File: config.mk
export PLATFORM = sky130hd
export DESIGN_NAME = lsusb_rx
export DESIGN_NICKNAME = d
export VERILOG_FILES = /design/src/rtl/lsrx_pkg.sv /design/src/rtl/lsrx_sync.sv /design/src/rtl/lsrx_dpll.sv /design/src/rtl/lsrx_ctrl.sv /design/src/rtl/lsusb_rx.sv
export SDC_FILE = /design/constraint.sdc
export NUM_CORES = 1
export LEC_CHECK = 0
export BUFFER_PORTS_ARGS = -buffer_cell sky130_fd_sc_hd__buf_4
export CAP_MARGIN = 15
export CORE_ASPECT_RATIO = 1.25
export CORE_MARGIN = 1.5
export CORE_UTILIZATION = 53
export DETAILED_ROUTE_END_ITERATION = 8
export PLACE_DENSITY = 0.75
export SLEW_MARGIN = 20
export SYNTH_ARGS = -nofsm -noshare
export SYNTH_HDL_FRONTEND = slang
export SYNTH_SLANG_ARGS = --single-unit
File: constraint.sdc
create_clock -name clk -period 2.6 [get_ports clk]
set_clock_uncertainty 0.05 [all_clocks]
set_input_delay 0.13 -clock clk [delete_from_list [all_inputs] [get_ports clk]]
set_output_delay 0.13 -clock clk [all_outputs]
set_load 0.05 [all_outputs]
File: src/rtl/lsrx_pkg.sv
package lsrx_pkg;

  // {D+, D-}
  typedef enum logic [1:0] {
    LN_SE0 = 2'b00,
    LN_J   = 2'b01,
    LN_K   = 2'b10,
    LN_SE1 = 2'b11
  } line_t;

  typedef enum logic [1:0] {
    ST_IDLE,
    ST_SYNC,
    ST_DATA,
    ST_DRAIN
  } rx_state_t;

  localparam logic [2:0] STUFF_RUN = 3'd6;
  localparam logic [2:0] SYNC_MAX  = 3'd7;

  function automatic logic is_jk(line_t s);
    return (s == LN_J) || (s == LN_K);
  endfunction

  // NRZI: unchanged state -> 1, change -> 0
  function automatic logic nrzi_decode(line_t prev, line_t cur);
    return (prev == cur);
  endfunction

  // LSb-first assembly: new bit enters at the top
  function automatic logic [7:0] shift_in(logic [7:0] sr, logic b);
    return {b, sr[7:1]};
  endfunction

endpackage

File: src/rtl/lsrx_sync.sv
module lsrx_sync #(
  parameter int STAGES = 2
) (
  input  logic             clk,
  input  logic             rst_n,
  input  logic [1:0]       raw,
  output lsrx_pkg::line_t  ln
);
  import lsrx_pkg::*;

  logic [1:0] stg [STAGES];

  generate
    for (genvar i = 0; i < STAGES; i++) begin : g_stage
      if (i == 0) begin : g_first
        always_ff @(posedge clk or negedge rst_n)
          if (!rst_n) stg[i] <= LN_J;
          else        stg[i] <= raw;
      end else begin : g_rest
        always_ff @(posedge clk or negedge rst_n)
          if (!rst_n) stg[i] <= LN_J;
          else        stg[i] <= stg[i-1];
      end
    end
  endgenerate

  assign ln = line_t'(stg[STAGES-1]);

endmodule

File: src/rtl/lsrx_dpll.sv
module lsrx_dpll #(
  parameter int CLKS_PER_BIT = 11
) (
  input  logic             clk,
  input  logic             rst_n,
  input  lsrx_pkg::line_t  ln,
  output logic             strobe,
  output logic             k_edge
);
  import lsrx_pkg::*;

  localparam int PH_W = $clog2(CLKS_PER_BIT);
  localparam logic [PH_W-1:0] PH_MAX  = PH_W'(CLKS_PER_BIT - 1);
  localparam logic [PH_W-1:0] PH_HALF = PH_W'(CLKS_PER_BIT / 2);

  line_t           ln_q;
  logic [PH_W-1:0] phase;
  logic            jk_edge;

  assign jk_edge = is_jk(ln) && is_jk(ln_q) && (ln != ln_q);
  assign k_edge  = jk_edge && (ln == LN_K);
  assign strobe  = (phase == PH_HALF) && !jk_edge;

  always_ff @(posedge clk or negedge rst_n)
    if (!rst_n) begin
      ln_q  <= LN_J;
      phase <= '0;
    end else begin
      ln_q <= ln;
      if (jk_edge)              phase <= '0;
      else if (phase == PH_MAX) phase <= '0;
      else                      phase <= phase + 1'b1;
    end

  // a sample is never taken in the cycle right after a re-centring edge
  AST_RECENTRE: assert property (@(posedge clk) disable iff (!rst_n)
    jk_edge |=> !strobe);

endmodule

File: src/rtl/lsrx_ctrl.sv
module lsrx_ctrl #(
  parameter int BUF_BYTES = 8,
  parameter int CNT_W     = $clog2(BUF_BYTES + 1)
) (
  input  logic             clk,
  input  logic             rst_n,
  input  lsrx_pkg::line_t  ln,
  input  logic             strobe,
  input  logic             k_edge,
  output logic             byte_vld,
  output logic [7:0]       byte_data,
  output logic             pkt_end,
  output logic [CNT_W-1:0] count,
  output logic             ovf_flag,
  output logic             stuff_flag
);
  import lsrx_pkg::*;

  localparam logic [CNT_W-1:0] FULL = CNT_W'(BUF_BYTES);

  rx_state_t  state;
  line_t      prev_ln;
  logic [2:0] ones;
  logic [2:0] bitn;
  logic [2:0] sync_n;
  logic       last_k;
  logic [7:0] sr;

  // named events
  logic d_bit, in_data, samp_jk, stuff_slot, data_bit, byte_done, ovf_hit, lock;
  assign d_bit      = nrzi_decode(prev_ln, ln);
  assign in_data    = (state == ST_DATA) && strobe;
  assign samp_jk    = is_jk(ln);
  assign stuff_slot = in_data && samp_jk && (ones == STUFF_RUN);
  assign data_bit   = in_data && samp_jk && (ones != STUFF_RUN);
  assign byte_done  = data_bit && (bitn == 3'd7);
  assign ovf_hit    = byte_done && (count == FULL);
  assign lock       = (state == ST_SYNC) && strobe && (ln == LN_K) && last_k;

  always_ff @(posedge clk or negedge rst_n)
    if (!rst_n) begin
      state      <= ST_IDLE;
      prev_ln    <= LN_J;
      ones       <= '0;
      bitn       <= '0;
      sync_n     <= '0;
      last_k     <= 1'b0;
      sr         <= '0;
      byte_vld   <= 1'b0;
      byte_data  <= '0;
      pkt_end    <= 1'b0;
      count      <= '0;
      ovf_flag   <= 1'b0;
      stuff_flag <= 1'b0;
    end else begin
      byte_vld <= 1'b0;
      pkt_end  <= 1'b0;
      case (state)
        ST_IDLE: if (k_edge) begin
          state  <= ST_SYNC;
          last_k <= 1'b0;
          sync_n <= '0;
        end
        ST_SYNC: if (strobe) begin
          if (lock) begin
            state      <= ST_DATA;
            prev_ln    <= LN_K;
            ones       <= 3'd1;
            bitn       <= '0;
            count      <= '0;
            ovf_flag   <= 1'b0;
            stuff_flag <= 1'b0;
          end else if (sync_n == SYNC_MAX || !samp_jk || (ln == LN_J && !last_k)) begin
            state <= ST_IDLE;
          end else begin
            last_k <= (ln == LN_K);
            sync_n <= sync_n + 3'd1;
          end
        end
        ST_DATA: if (strobe) begin
          if (ln == LN_SE0) begin
            pkt_end <= 1'b1;
            state   <= ST_IDLE;
          end else if (!samp_jk) begin
            state <= ST_DRAIN;
          end else begin
            prev_ln <= ln;
            if (stuff_slot) begin
              if (d_bit) begin
                stuff_flag <= 1'b1;
                state      <= ST_DRAIN;
              end else begin
                ones <= '0;
              end
            end else begin
              sr   <= shift_in(sr, d_bit);
              ones <= d_bit ? ones + 3'd1 : 3'd0;
              bitn <= bitn + 3'd1;
              if (ovf_hit) begin
                ovf_flag <= 1'b1;
                state    <= ST_DRAIN;
              end else if (byte_done) begin
                byte_vld  <= 1'b1;
                byte_data <= shift_in(sr, d_bit);
                count     <= count + 1'b1;
              end
            end
          end
        end
        ST_DRAIN: if (strobe && ln == LN_SE0) state <= ST_IDLE;
        default: state <= ST_IDLE;
      endcase
    end

  AST_LOCK_DOUBLE_K: assert property (@(posedge clk) disable iff (!rst_n)
    (state == ST_DATA && $past(state) == ST_SYNC) |-> $past(ln == LN_K));
  AST_STUFF_DROP: assert property (@(posedge clk) disable iff (!rst_n)
    stuff_slot |=> !byte_vld);
  AST_END_ON_SE0: assert property (@(posedge clk) disable iff (!rst_n)
    pkt_end |-> $past(ln == LN_SE0));
  AST_NO_OVERFLOW: assert property (@(posedge clk) disable iff (!rst_n)
    byte_vld |-> (count != '0) && (count <= FULL));
  AST_ABORT_NO_END: assert property (@(posedge clk) disable iff (!rst_n)
    pkt_end |-> !ovf_flag && !stuff_flag);

endmodule

File: src/rtl/lsusb_rx.sv
module lsusb_rx #(
  parameter int CLKS_PER_BIT = 11,
  parameter int BUF_BYTES    = 8,
  parameter int SYNC_STAGES  = 2,
  localparam int CNT_W       = $clog2(BUF_BYTES + 1)
) (
  input  logic             clk,
  input  logic             rst_n,
  input  logic             usb_dp,
  input  logic             usb_dm,
  output logic             rx_byte_vld,
  output logic [7:0]       rx_byte,
  output logic             rx_pkt_end,
  output logic [CNT_W-1:0] rx_count,
  output logic             rx_ovf,
  output logic             rx_stuff_err
);
  import lsrx_pkg::*;

  line_t ln;
  logic  strobe, k_edge;

  lsrx_sync #(.STAGES(SYNC_STAGES)) u_sync (
    .clk(clk), .rst_n(rst_n), .raw({usb_dp, usb_dm}), .ln(ln)
  );

  lsrx_dpll #(.CLKS_PER_BIT(CLKS_PER_BIT)) u_dpll (
    .clk(clk), .rst_n(rst_n), .ln(ln), .strobe(strobe), .k_edge(k_edge)
  );

  lsrx_ctrl #(.BUF_BYTES(BUF_BYTES), .CNT_W(CNT_W)) u_ctrl (
    .clk(clk), .rst_n(rst_n), .ln(ln), .strobe(strobe), .k_edge(k_edge),
    .byte_vld(rx_byte_vld), .byte_data(rx_byte), .pkt_end(rx_pkt_end),
    .count(rx_count), .ovf_flag(rx_ovf), .stuff_flag(rx_stuff_err)
  );

endmodule

### Word-level counts from Yosys, hierarchy flattened

Index checks and enable logic that the tools add are counted.

| operators by class | value |
|---|---|
| $add $sub $neg | 5 |
| equal/unequal tests | 35 |
| muxes and demuxes | 79 |
| bitwise logic cells | 3 |
| reduce and logical (&&, ||, !) cells | 36 |

Operator list:

| kind | count |
|---|---|
| $mux 3 | 18 |
| $mux 4 | 10 |
| $mux 2 | 16 |
| $reduce_and 7->1 | 4 |
| $mux 1 | 26 |
| $ne 2x1->1 const B | 9 |
| $pmux 3 s2 | 3 |
| $reduce_and 8->1 | 2 |
| $logic_and 1x1->1 | 15 |
| $ne 2x2->1 const B | 6 |
| $reduce_and 5->1 | 2 |
| $add 3x1->3 const B | 3 |
| $eq 3x3->1 const B | 3 |
| $reduce_and 9->1 | 1 |
| $add 4x1->4 const B | 2 |
| $eq 2x2->1 const B | 4 |
| $eq 4x4->1 const B | 2 |
| $pmux 2 s4 | 1 |
| $pmux 4 s2 | 1 |
| $eq 2x1->1 const B | 3 |
| $ne 3x3->1 const B | 2 |
| $pmux 1 s2 | 3 |
| $reduce_and 6->1 | 1 |
| $ne 5x4->1 const B | 1 |
| 11 further kinds | 20 |

| word-level totals | value |
|---|---|
| register bits | 48 |
| output and inout bits | 16 |
| word-level logic and storage cells | 175 |

### Longest topological paths before layout

Gate-level depths: netlist (run 1).

| logic depth | value |
|---|---|
| depth in word-level cells | 17 |
| mapped depth | 9 |
| gate-level depth less buffers | 7 |

### Hierarchy

A second synthesis (run 1) with hierarchy kept.

| unflattened totals | value |
|---|---|
| cells, all modules | 197 |
| area total of the unflattened synthesis | 2368.5 µm² |

Modules (own cells, without submodules):

| module | instances | cells each | area each (µm²) |
|---|---|---|---|
| lsrx_ctrl | 1 | 160 | 1901.8 |
| lsrx_dpll | 1 | 31 | 349.1 |
| lsrx_sync | 1 | 6 | 117.6 |

### Least setup slack after synthesis (run 1)

No wires, ideal clock.

| path | value |
|---|---|
| path type | reg2reg |
| from | reg u_sync.stg, in the netlist u_sync.ln[0] |
| to | reg u_ctrl.count[3] |
| library setup time | 0.127 ns |
| data arrival time | 2.468 ns |
| slack | -0.045 ns |
| stages on the path, launching flop included | 9 |
| buffers on the path | 1 |
| cell sequence | dfstp_2 inv_1 ha_1 buf_2 nand4bb_1 a2111o_1 a21oi_1 o2111a_1 mux2_1 |

| between the ends | value |
|---|---|
| longest elaborated chain between the ends | 13 |

Ends and longest elaborated chain:

| item | RTL line | RTL |
|---|---|---|
| start, declared | lsrx_sync.sv:11 | `logic [1:0] stg [STAGES];` |
| start signal, assigned by index | lsrx_sync.sv:22 | `else stg[i] <= stg[i-1];` |
| $eq 2x1->1 or $eq 2x2->1 (tied branches) | lsrx_pkg.sv:22, lsrx_ctrl.sv:38 |  |
| $logic_or 1x1->1 | lsrx_pkg.sv:22 | `return (s == LN_J) \|\| (s == LN_K);` |
| $logic_and 1x1->1 (2 in a row) | lsrx_dpll.sv:20 | `assign jk_edge = is_jk(ln) && is_jk(ln_q) && (ln != ln_q);` |
| $logic_not 1->1 | lsrx_dpll.sv:22 | `assign strobe = (phase == PH_HALF) && !jk_edge;` |
| $logic_and 1x1->1 | lsrx_dpll.sv:22 |  |
| $logic_and 1x1->1 | lsrx_ctrl.sv:32 | `assign in_data = (state == ST_DATA) && strobe;` |
| $logic_and 1x1->1 | lsrx_ctrl.sv:34, lsrx_ctrl.sv:35 |  |
| $logic_and 1x1->1 | lsrx_ctrl.sv:35 | `assign data_bit = in_data && samp_jk && (ones != STUFF_RUN);` |
| $logic_and 1x1->1 | lsrx_ctrl.sv:36 | `assign byte_done = data_bit && (bitn == 3'd7);` |
| $logic_and 1x1->1 | lsrx_ctrl.sv:37 | `assign ovf_hit = byte_done && (count == FULL);` |
| $ne 2x2->1 (no line) | - |  |
| $reduce_and 9->1 (no line) * | - |  |
| end signal, assigned | lsrx_ctrl.sv:105 | `count <= count + 1'b1;` |
| end, declared | lsrx_ctrl.sv:13 | `output logic [CNT_W-1:0] count,` |

Every way passes the cells marked *; elsewhere a longest branch is shown, timed or not.
A chain may end at the register's enable or synchronous reset.

### Final worst setup path (run 1)

Ends and elaborated chain as after synthesis.

==> results of run 1 <==
[state kept, by name, summed over array words and instances, names as in the netlist]
name	flops
u_ctrl.bitn	3
u_ctrl.byte_data	8
u_ctrl.byte_vld	1
u_ctrl.count	4
u_ctrl.last_k	1
u_ctrl.ones	3
u_ctrl.ovf_flag	1
u_ctrl.pkt_end	1
u_ctrl.prev_ln	2
u_ctrl.sr	7
u_ctrl.state	2
u_ctrl.stuff_flag	1
u_ctrl.sync_n	3
u_dpll.ln_q	2
u_dpll.phase	4
u_sync.ln	2
u_sync.stg	2
[cells by family after synthesis]
group | Yosys count | synth area share (%)
buffers and inverters | 16 | 3.15
multiplexers | 20 | 9.34
AND/OR/NAND/NOR | 65 | 16.5
flip-flops | 47 | 48.7
adder cells (fa/ha/maj) | 11 | 5.68
AO/OA/AOI/OAI | 49 | 15.5
XOR/XNOR | 3 | 1.08
[per-stage QoR]
stage          cells  hold slack [ns]  worst slack [ns]
2_1_floorplan    211           -0.216            0.0140
3_3_place_gp     288            0.119             0.154
3_5_place_dp     288            0.120             0.142
4_1_cts          299            0.304             0.122
5_1_grt          299            0.317           0.00530
6_report         299            0.301             0.132
[routing by layer]
layer	wire length (µm)	vias to the layer above	GRT usage (%)
met4	78	0	7.83
met1	1910	840	23.0
met3	107	7	4.01
met5	0	-	0
met2	2350	16	35.8
li1	-	826	-
[cells in the mapped netlist (2+ instances only)]
cell type	instances	area share [%]
sky130_fd_sc_hd__nor2_1	8	1.2
sky130_fd_sc_hd__nor3_1	2	0.41
sky130_fd_sc_hd__nor2b_1	9	2.3
sky130_fd_sc_hd__dfstp_2	4	4.3
sky130_fd_sc_hd__o21ai_0	6	1.2
sky130_fd_sc_hd__and3_1	3	0.77
sky130_fd_sc_hd__o31ai_1	2	0.62
sky130_fd_sc_hd__nand2_1	18	2.8
sky130_fd_sc_hd__xor2_1	2	0.72
sky130_fd_sc_hd__clkbuf_1	4	0.62
sky130_fd_sc_hd__ha_1	11	5.7
sky130_fd_sc_hd__dfrtp_1	43	44
sky130_fd_sc_hd__a22o_1	3	1.1
sky130_fd_sc_hd__buf_2	4	0.83
sky130_fd_sc_hd__o21ai_1	2	0.41
sky130_fd_sc_hd__o211ai_1	5	1.5
sky130_fd_sc_hd__mux2i_1	2	0.83
sky130_fd_sc_hd__or3_1	2	0.52
sky130_fd_sc_hd__and2_1	2	0.52
sky130_fd_sc_hd__a211oi_2	2	1.0
sky130_fd_sc_hd__inv_1	5	0.77
sky130_fd_sc_hd__a21oi_1	10	2.1
sky130_fd_sc_hd__nand2b_1	5	1.3
sky130_fd_sc_hd__a21o_1	4	1.2
sky130_fd_sc_hd__mux2_1	16	7.4
sky130_fd_sc_hd__nand4bb_1	2	0.93
sky130_fd_sc_hd__a31oi_1	2	0.52
sky130_fd_sc_hd__nand3_1	3	0.62
sky130_fd_sc_hd__nor3b_1	2	0.62
[worst paths after layout]
check                                             start                            to  slack [ns]
worst max-delay path             u_sync.ln[0]$_DFF_PN1_   u_ctrl.count[3]$_DFFE_PN0P_        0.13
worst min-delay path            u_sync.stg[3]$_DFF_PN0_        u_sync.ln[1]$_DFF_PN0_        0.30
worst max register to register   u_sync.ln[0]$_DFF_PN1_   u_ctrl.count[3]$_DFFE_PN0P_        0.13
worst min register to register  u_sync.stg[3]$_DFF_PN0_        u_sync.ln[1]$_DFF_PN0_        0.30
max in group asynchronous                         rst_n   u_ctrl.count[0]$_DFFE_PN0P_        1.77
min in group asynchronous                         rst_n  u_ctrl.sync_n[1]$_DFFE_PN0P_        0.31
[power groups by stage]
stage               sequential, mW  clock (mW)  combinational (mW)
floorplan                    0.865           0               0.276
global placement             0.894           0               0.323
detailed placement           0.896           0               0.330
CTS                          0.882       0.523               0.335
global route                 0.895       0.549               0.379
finish                       0.883       0.515               0.335
[layout by cell type, fill, tap and decap left out, types with 6 or more instances in the layout]
cell type                  n
sky130_fd_sc_hd__mux2_1   16
sky130_fd_sc_hd__nor2b_1   9
sky130_fd_sc_hd__o21ai_0   6
sky130_fd_sc_hd__nand2_1  18
sky130_fd_sc_hd__a21oi_1   9
sky130_fd_sc_hd__ha_1     11
sky130_fd_sc_hd__dfrtp_1  42
sky130_fd_sc_hd__buf_4    29
sky130_fd_sc_hd__nor2_1    8
[area by class of cell]
class                           instances  area (µm²)
Timing Repair Buffer                   32         248
Tap cell                               58        72.6
Inverter                                6        22.5
Multi-Input combinational cell        148        1170
Fill cell                             355        1590
Clock buffer                            7        76.3
Sequential cell                        47        1180
Clock inverter                          1        30.0
[critical path, cell delays in order (launching register included)]
cell                       delay [ns]
sky130_fd_sc_hd__dfstp_2         0.54
sky130_fd_sc_hd__inv_1           0.07
sky130_fd_sc_hd__ha_1            0.34
sky130_fd_sc_hd__nand2_1         0.08
sky130_fd_sc_hd__or4_4           0.53
sky130_fd_sc_hd__a211oi_2        0.24
sky130_fd_sc_hd__o2111a_1        0.21
sky130_fd_sc_hd__mux2_1          0.31
==> impl_summary.log, run 1 <==
[metrics] internal portion of total power: 1.24 mW
[metrics] number of DRC violations after detailed-routing iteration 0: 84
[metrics] clock sink count: 47
[metrics] cell chosen for the clock root: sky130_fd_sc_hd__clkbuf_8
[metrics] Clock transition at path regs: around 0.08 ns
[metrics] depth of the most critical reg-to-reg path: 7
[metrics] Antenna Nets Post-Route: 0
[metrics] number of buffers inserted to repair setup after CTS: 0
[metrics] crit path max fanout: 4
[metrics] finished layout cell area: 2800 µm²
[metrics] type of the setup path with the least slack: reg -> reg
[metrics] result of the run: complete, no violations
[metrics] nature of the critical path endpoint: flip-flop
[metrics] all-layer global routing usage: 19.9%
[metrics] detailed-route DRC error count: 0
[metrics] area post-placement: 2670 µm²
[metrics] power per standard cell area: 619 nW/µm²
[metrics] Max Clock Freq: between 400 and 500 MHz
[metrics] register bit total from synthesis: 47
[metrics] power share of the sequential group: 50.9%
[metrics] initial antenna violation count: 0
[metrics] width of the die: 63.5 µm
[metrics] worst-case headroom to the max-slew limit: 53.8%
[metrics] via count normalized by instance count: 5.65
[metrics] leakage power figure: roughly 1.4 nW
[metrics] final global-route overflow total: 0
[metrics] number of flops mapped to enable cells by yosys: 0
[metrics] unrepaired setup endpoints after global routing: false
[metrics] Top Ports: 20
[metrics] Tcrit/Tclk final: 94.9%
[metrics] clock network fraction of design power: 29.7%
[metrics] Floorplan Core Area: 4390 µm²
[metrics] hold crit path type: reg -> reg
[metrics] count of endpoints failing setup in the final report: 0
[metrics] TNS Setup: 0 ns
[metrics] total of warnings raised by yosys: 0
[metrics] CTS hold repair buffers: 3
[metrics] final design utilization: 63.8%
[metrics] combinational cell fraction of total power: 19.3%
[metrics] TritonCTS buffer count: 5
[metrics] total wirelength of the detailed-routed design: 4450 µm
[metrics] Post-Synthesis Cell Area: 2420 µm²
[metrics] Mapped Nets: 226
[metrics] hold path depth: 0
[metrics] number of global-route vias before repair: 1,720
[metrics] required time of the critical path: about 2.7 ns
[metrics] die area: between 4000 and 5000 µm²
[metrics] Seq/Total Area, Yosys: 48.7%
[metrics] final number of hold-violating endpoints: 0
[metrics] switching part of the total power: 28.3%
[metrics] DR pass1 iterations: 4
[metrics] maximum number of pins on one net before global-route repair: 48
[metrics] buffer depth of the longest clock path: 2
[metrics] post-synthesis average cell area: 11.5 µm²
[metrics] total net switching power: a little under 500 µW
[metrics] Ant. Diodes: 0
[metrics] detailed-route via count: 1,689
[metrics] count of cells resized by post-cts repair: 0
[metrics] synthesized instance count: between 200 and 250
[metrics] effective utilization at floorplan: 55.2%
[metrics] unique cell type count in the Yosys netlist: 57
[metrics] PortBufs: 19
[metrics] Cell Rows: 27
[metrics] fraction of layout instances using a drive strength above 1: 22.4%
[metrics] worst ir drop on vdd: 0.000455 V
[metrics] global-route wire length before repair: 7730 µm
[metrics] routed length per instance: 14.9 µm
[metrics] max-cap violation count: 0
[metrics] Post-synth ARST share: 100%
[metrics] count of H-tree levels built during CTS: 2
[metrics] startpoint type of the worst setup path: flip-flop
[metrics] overall power after layout: 1.73 mW
[metrics] final weighted congestion in routability-driven placement: roughly 0.8
[metrics] Crit path arrival time: 2.61 ns
[metrics] final HPWL from detailed placement: roughly 3200 µm
[metrics] Final Net Count: 255
[metrics] latest clock arrival within the worst-skew pair: 0.30 ns
[metrics] primary flip-flop cell chosen by synthesis mapping: sky130_fd_sc_hd__dfrtp_1
[metrics] time the worst path needs with I/O delays and setup: 2.47 ns
[metrics] slew at the pin with the worst max-slew slack: 0.694 ns
[metrics] Area Growth Syn to Fin: 15.6%
[metrics] CTS tree: built
[metrics] Pins Over Slew Limit: 0
[metrics] Chip Height: about 79 µm
No activity file was read; power rests on OpenSTA's default activity.
==> run 2: changes to the inputs <==
--- a/config.mk
+++ b/config.mk
@@ -12,6 +12,7 @@
 export CORE_UTILIZATION = 53
 export DETAILED_ROUTE_END_ITERATION = 8
 export PLACE_DENSITY = 0.75
+export RECOVER_POWER = 50
 export SLEW_MARGIN = 20
 export SYNTH_ARGS = -nofsm -noshare
 export SYNTH_HDL_FRONTEND = slang
==> run 2 against run 1 <==
  * Combinational power about the same
  * Design area decreased by 0.36%
  * Non-clock buffer count is the same
  * Critical path depth unchanged
  * Worst hold slack barely moved
  * Via count shrank 0.18%
  * Count of clock-buffer cells in the layout stayed put
  * Final cell count unchanged
  * Maximum frequency unchanged
  * Largest power group unchanged
  * Highest routed layer unchanged
==> impl_summary.log, run 2 (synthesized netlist as in run 1, its figures left out) <==
[metrics] result of the run: complete, no violations
[metrics] max FFs per register: 8
[metrics] startpoint type of the worst setup path: flip-flop
[metrics] pre-CTS setup slack: 0.142 ns
[metrics] Max Clock Freq: 405 MHz
[metrics] critical path depth in cells: 7
[metrics] Ant. Diodes: 0
[metrics] capturing point of the worst reg2reg path: u_ctrl.count[3]$_DFFE_PN0P_
[metrics] PortBufs: 19
[metrics] global-route wire length before repair: 7730 µm
[metrics] initial antenna violation count: 0
[metrics] unrepaired setup endpoints after global routing: false
[metrics] maximum number of pins on one net before global-route repair: 48
[metrics] hold path depth: 0
[metrics] Floorplan Core Area: 4390 µm²
[metrics] Pins Over Slew Limit: 0
[metrics] worst hold start: u_sync.stg[3]$_DFF_PN0_
[metrics] detailed-route DRC error count: 0
[metrics] time the worst path needs with I/O delays and setup: 2.47 ns
[metrics] max-cap violation count: 0
[metrics] crit path max fanout: 4
[metrics] routed length per instance: around 15 µm
[metrics] nature of the critical path endpoint: flip-flop
[metrics] CTS tree: built
[metrics] Slowest-stage cell, CP: sky130_fd_sc_hd__dfstp_2
[metrics] cells traversed along the worst timing path: inv_1, ha_1, nand2_1, or4_4, a211oi_2, o2111a_1, mux2_1
[metrics] clock sink count: 47
[metrics] most frequent standard cell in the layout excluding fill and tap cells: sky130_fd_sc_hd__dfrtp_1
[metrics] Clock transition at path regs: 0.08 ns
[metrics] depth of the most critical reg-to-reg path: 7
[metrics] Worst Path Buf+Inv: 1
[metrics] Final Net Count: 255
[metrics] Chip Height: 78.6 µm
[metrics] final worst setup slack: 0.132 ns
[metrics] required time of the critical path: 2.74 ns
[metrics] leakage power figure: 1.39 nW
[metrics] Antenna Nets Post-Route: 0
[metrics] number of buffers inserted to repair setup after CTS: 0
[metrics] cell chosen for the clock root: sky130_fd_sc_hd__clkbuf_8
[metrics] largest registers: u_ctrl.byte_data (8), u_ctrl.sr (7)
[metrics] CTS hold repair buffers: 3
[metrics] number of global-route vias before repair: 1,720
[metrics] number of DRC violations after detailed-routing iteration 0: 70
[metrics] Largest Register: u_ctrl.byte_data
[metrics] count of H-tree levels built during CTS: 2
[metrics] die area: 4990 µm²
[metrics] Reg2Reg Launch Point: u_sync.ln[0]$_DFF_PN1_
[metrics] fraction of layout instances using a drive strength above 1: roughly 22%
[metrics] end point of the worst hold path: u_sync.ln[1]$_DFF_PN0_
[metrics] TritonCTS buffer count: 5
[metrics] worst ir drop on vdd: about 0.00045 V
[metrics] power per standard cell area: 620 nW/µm²
[metrics] detailed-route via count: 1,686
[metrics] all-layer global routing usage: 19.9%
[metrics] register-to-register setup slack: 0.13 ns
[metrics] Top Ports: 20
[metrics] Crit path arrival time: 2.61 ns
[metrics] highest-count cells in the layout ignoring fill and taps: sky130_fd_sc_hd__dfrtp_1 (42), sky130_fd_sc_hd__buf_4 (24), sky130_fd_sc_hd__nand2_1 (18)
[metrics] Area Growth Syn to Fin: 15.2%
[metrics] overall power after layout: 1.73 mW
[metrics] final number of hold-violating endpoints: 0
[metrics] worst-case headroom to the max-slew limit: approximately a quarter
[metrics] slew at the pin with the worst max-slew slack: 1.11 ns
[metrics] final HPWL from detailed placement: 3230 µm
[metrics] Tcrit/Tclk final: about 95%
[metrics] max incr delay on CP: about 0.54 ns
[metrics] hold crit path type: reg -> reg
[metrics] width of the die: 63.5 µm
[metrics] final global-route overflow total: 0
[metrics] effective utilization at floorplan: between 50% and 60%
[metrics] TNS Setup: 0 ns
[metrics] Cell Rows: 27
[metrics] family with the most delay on the worst path: simple AND/OR/NAND/NOR gates
[metrics] type of the setup path with the least slack: reg -> reg
[metrics] final weighted congestion in routability-driven placement: 0.811
[metrics] via count normalized by instance count: 5.64
[metrics] buffer depth of the longest clock path: 2
[metrics] total wirelength of the detailed-routed design: about 4400 µm
[metrics] latest clock arrival within the worst-skew pair: 0.30 ns
[metrics] count of cells resized by post-cts repair: 0
[metrics] count of endpoints failing setup in the final report: 0
[metrics] DR pass1 iterations: 4
run 2: cell type report:
class                   instances  area [µm²]
fillers                       357        1600
flip-flops and latches         47        1180
multi-input cells             148        1170
repair buffers                 32         238
clock buffers                   7        76.3
well taps                      58        72.6
clock inverters                 1        30.0
inverters                       6        22.5
run 2: routing by layer:
layer,track usage (%),wire [µm],vias to the layer above
met5,0,0,-
met4,7.83,78,0
met3,4.01,107,7
met2,35.8,2340,16
met1,23.0,1920,837
li1,-,-,826
run 2: worst max-delay path by stage:
stage	to	startpoint
3_3_place_gp	u_ctrl.count[3]$_DFFE_PN0P_	u_sync.ln[0]$_DFF_PN1_
2_1_floorplan	u_ctrl.count[3]$_DFFE_PN0P_	u_sync.ln[0]$_DFF_PN1_
4_1_cts	u_ctrl.count[3]$_DFFE_PN0P_	u_sync.ln[0]$_DFF_PN1_
5_1_grt	u_ctrl.count[3]$_DFFE_PN0P_	u_sync.ln[0]$_DFF_PN1_
6_report	u_ctrl.count[3]$_DFFE_PN0P_	u_sync.ln[0]$_DFF_PN1_
3_5_place_dp	u_ctrl.count[3]$_DFFE_PN0P_	u_sync.ln[0]$_DFF_PN1_
run 2: report_power, final:
part | switching [mW] | internal [mW] | total, mW
Clock | 0.227 | 0.288 | 0.515
Sequential | 0.0831 | 0.800 | 0.883
Combinational | 0.180 | 0.153 | 0.333
run 2: stage by stage:
stage	hold slack (ns)	utilization, %	area, µm²	instances
6_report	0.301	63.6	2790	299
3_5_place_dp	0.120	60.7	2670	288
2_1_floorplan	-0.216	-	2430	211
3_3_place_gp	0.119	60.7	2670	288
5_1_grt	0.317	63.6	2790	299
4_1_cts	0.304	63.8	2800	299
==> run 3: changes to the inputs <==
--- a/config.mk
+++ b/config.mk
@@ -7,11 +7,13 @@
 export LEC_CHECK = 0
 export BUFFER_PORTS_ARGS = -buffer_cell sky130_fd_sc_hd__buf_4
 export CAP_MARGIN = 15
+export CELL_PAD_IN_SITES_DETAIL_PLACEMENT = 0
+export CELL_PAD_IN_SITES_GLOBAL_PLACEMENT = 1
 export CORE_ASPECT_RATIO = 1.25
 export CORE_MARGIN = 1.5
-export CORE_UTILIZATION = 53
+export CORE_UTILIZATION = 43
 export DETAILED_ROUTE_END_ITERATION = 8
-export PLACE_DENSITY = 0.75
+export PLACE_DENSITY_LB_ADDON = 0.1
 export RECOVER_POWER = 50
 export SLEW_MARGIN = 20
 export SYNTH_ARGS = -nofsm -noshare
==> run 3 against run 2 <==
  * Sequential share of layout area fell by 0.23 points
  * Global-route usage is 3.0 points lower
  * Clock power down 11%
  * Design area is 0.54% higher
  * Largest cell class unchanged
  * Highest routed layer unchanged
==> impl_summary.log, run 3 (synthesized netlist as in run 1, its figures left out) <==
[metrics] result of the run: complete, no violations
[metrics] TritonCTS buffer count: 5
[metrics] Clock transition at path regs: 0.09 ns
[metrics] most frequent standard cell in the layout excluding fill and tap cells: sky130_fd_sc_hd__dfrtp_1
[metrics] DR pass1 iterations: 4
[metrics] total net switching power: ~530 µW
[metrics] hold path depth: 0
[metrics] Area Growth Syn to Fin: 15.8%
[metrics] Worst Path Buf+Inv: 1
[metrics] maximum number of pins on one net before global-route repair: 48
[metrics] final HPWL from detailed placement: 3540 µm
[metrics] number of global-route vias before repair: 1,812
[metrics] count of H-tree levels built during CTS: 2
[metrics] nature of the critical path endpoint: flip-flop
[metrics] effective utilization at floorplan: around 45%
[metrics] unrepaired setup endpoints after global routing: false
[metrics] final global-route overflow total: 0
[metrics] CTS tree: built
[metrics] Cell Rows: 30
[metrics] final weighted congestion in routability-driven placement: 0.851
[metrics] worst-case headroom to the max-slew limit: a little under a quarter
[metrics] clock network fraction of design power: 27.2%
[metrics] latest clock arrival within the worst-skew pair: 0.30 ns
[metrics] Crit path arrival time: 2.60 ns
[metrics] internal portion of total power: 1.15 mW
[metrics] Fillers: around 490
[metrics] highest-count cells in the layout ignoring fill and taps: sky130_fd_sc_hd__dfrtp_1 (42), sky130_fd_sc_hd__buf_4 (26), sky130_fd_sc_hd__nand2_1 (18)
[metrics] max-cap violation count: 0
[metrics] die area: between 6000 and 7000 µm²
[metrics] detailed-route via count: 1,737
[metrics] depth of the most critical reg-to-reg path: 7
[metrics] all-layer global routing usage: about 17%
[metrics] slew at the pin with the worst max-slew slack: 1.15 ns
[metrics] Largest Register: u_ctrl.byte_data
[metrics] largest registers: u_ctrl.byte_data (8), u_ctrl.sr (7)
[metrics] routed length per instance: 15.8 µm
[metrics] combinational cell fraction of total power: 21.4%
[metrics] max FFs per register: 8
[metrics] Chip Height: roughly 87 µm
[metrics] capturing point of the worst reg2reg path: u_ctrl.count[3]$_DFFE_PN0P_
[metrics] required time of the critical path: 2.74 ns
[metrics] hold crit path type: reg -> reg
[metrics] Top Ports: 20
[metrics] Pins Over Slew Limit: 0
[metrics] total wirelength of the detailed-routed design: just under 5000 µm
[metrics] number of DRC violations after detailed-routing iteration 0: between 60 and 70
[metrics] time the worst path needs with I/O delays and setup: 2.46 ns
[metrics] width of the die: 70.2 µm
[metrics] count of endpoints failing setup in the final report: 0
[metrics] register-to-register setup slack: about 0.14 ns
[metrics] cell chosen for the clock root: sky130_fd_sc_hd__clkbuf_8
[metrics] startpoint type of the worst setup path: flip-flop
[metrics] worst hold start: u_sync.stg[2]$_DFF_PN1_
[metrics] power share of the sequential group: 51.4%
[metrics] family with the most delay on the worst path: simple AND/OR/NAND/NOR gates
[metrics] power per standard cell area: about 600 nW/µm²
[metrics] Reg2Reg Launch Point: u_sync.ln[0]$_DFF_PN1_
[metrics] Ant. Diodes: 0
[metrics] Tcrit/Tclk final: 94.6%
[metrics] Slowest-stage cell, CP: sky130_fd_sc_hd__dfstp_2
[metrics] overall power after layout: about 1.7 mW
[metrics] buffer depth of the longest clock path: 2
[metrics] detailed-route DRC error count: 0
[metrics] Final Net Count: 258
[metrics] cells traversed along the worst timing path: inv_1, ha_1, nand2_1, or4_4, a211oi_2, o2111a_1, mux2_1
[metrics] end point of the worst hold path: u_sync.ln[0]$_DFF_PN1_
[metrics] Antenna Nets Post-Route: 0
[metrics] Floorplan Core Area: 5440 µm²
[metrics] initial antenna violation count: 0
[metrics] leakage power figure: 1.40 nW
[metrics] worst ir drop on vdd: 0.000396 V
[metrics] crit path max fanout: 4
[metrics] fraction of layout instances using a drive strength above 1: a little under a quarter
[metrics] type of the setup path with the least slack: reg -> reg
[metrics] switching part of the total power: 31.5%
[metrics] count of cells resized by post-cts repair: 0
[metrics] clock sink count: 47
[metrics] TNS Setup: 0 ns
[metrics] global-route wire length before repair: between 8000 and 9000 µm
[metrics] PortBufs: 19
[metrics] Max Clock Freq: 407 MHz
[metrics] via count normalized by instance count: 5.64
[metrics] final number of hold-violating endpoints: 0
[metrics] max incr delay on CP: ~0.54 ns
-- run 3: through the flow --
step	cells	instance area (µm²)	hold WS [ns]	util, %	setup WS (ns)
6_report	308	2810	0.309	51.6	0.141
5_1_grt	308	2810	0.316	51.6	0.0543
4_1_cts	308	2820	0.320	51.8	0.124
3_5_place_dp	297	2700	0.131	49.5	0.149
3_3_place_gp	297	2700	0.112	49.5	0.202
2_1_floorplan	211	2430	-0.216	-	0.0140
-- run 3: how the worst max path moves through the flow --
stage / from / endpoint / depth (start not counted) / slack [ns]
2_1_floorplan: u_sync.ln[0]$_DFF_PN1_ / u_ctrl.count[3]$_DFFE_PN0P_ / 8 / 0.01
3_3_place_gp: u_sync.ln[0]$_DFF_PN1_ / u_ctrl.count[3]$_DFFE_PN0P_ / 7 / 0.20
3_5_place_dp: u_sync.ln[0]$_DFF_PN1_ / u_ctrl.count[3]$_DFFE_PN0P_ / 7 / 0.15
4_1_cts: u_sync.ln[0]$_DFF_PN1_ / u_ctrl.count[3]$_DFFE_PN0P_ / 7 / 0.12
5_1_grt: u_sync.ln[0]$_DFF_PN1_ / u_ctrl.count[3]$_DFFE_PN0P_ / 7 / 0.05
6_report: u_sync.ln[0]$_DFF_PN1_ / u_ctrl.count[3]$_DFFE_PN0P_ / 7 / 0.14
-- run 3: area by class of cell --
class / instances / area [µm²] / area share, %
Inverter: 6 / 22.5 / 0.802
Tap cell: 64 / 80.1 / 2.85
Multi-Input combinational cell: 148 / 1170 / 41.7
Sequential cell: 47 / 1180 / 42.1
Clock buffer: 5 / 68.8 / 2.45
Clock inverter: 3 / 26.3 / 0.936
Timing Repair Buffer: 35 / 256 / 9.14
-- run 3: what timing repair did --
item	CTS	global route
buffers inserted	0	0
hold buffers	3	0
endpoints found under the hold margin	45	0
-- run 3: layer usage --
| metal | part of all wire (%) | up-vias | global-route usage (%) |
|---|---|---|---|
| li1 | - | 825 | - |
| met1 | 43 | 883 | 18.3 |
| met2 | 53 | 23 | 32.0 |
| met3 | 2.7 | 6 | 3.82 |
| met4 | 1.2 | 0 | 6.12 |
| met5 | 0 | - | 0 |
-- run 3: power by group through the flow --
stage / clock network, mW / registers [mW] / logic, mW
detailed placement: 0 / 0.877 / 0.357
CTS: 0.476 / 0.864 / 0.362
global route: 0.519 / 0.875 / 0.399
finish: 0.458 / 0.866 / 0.360
floorplan: 0 / 0.865 / 0.276
global placement: 0 / 0.871 / 0.346
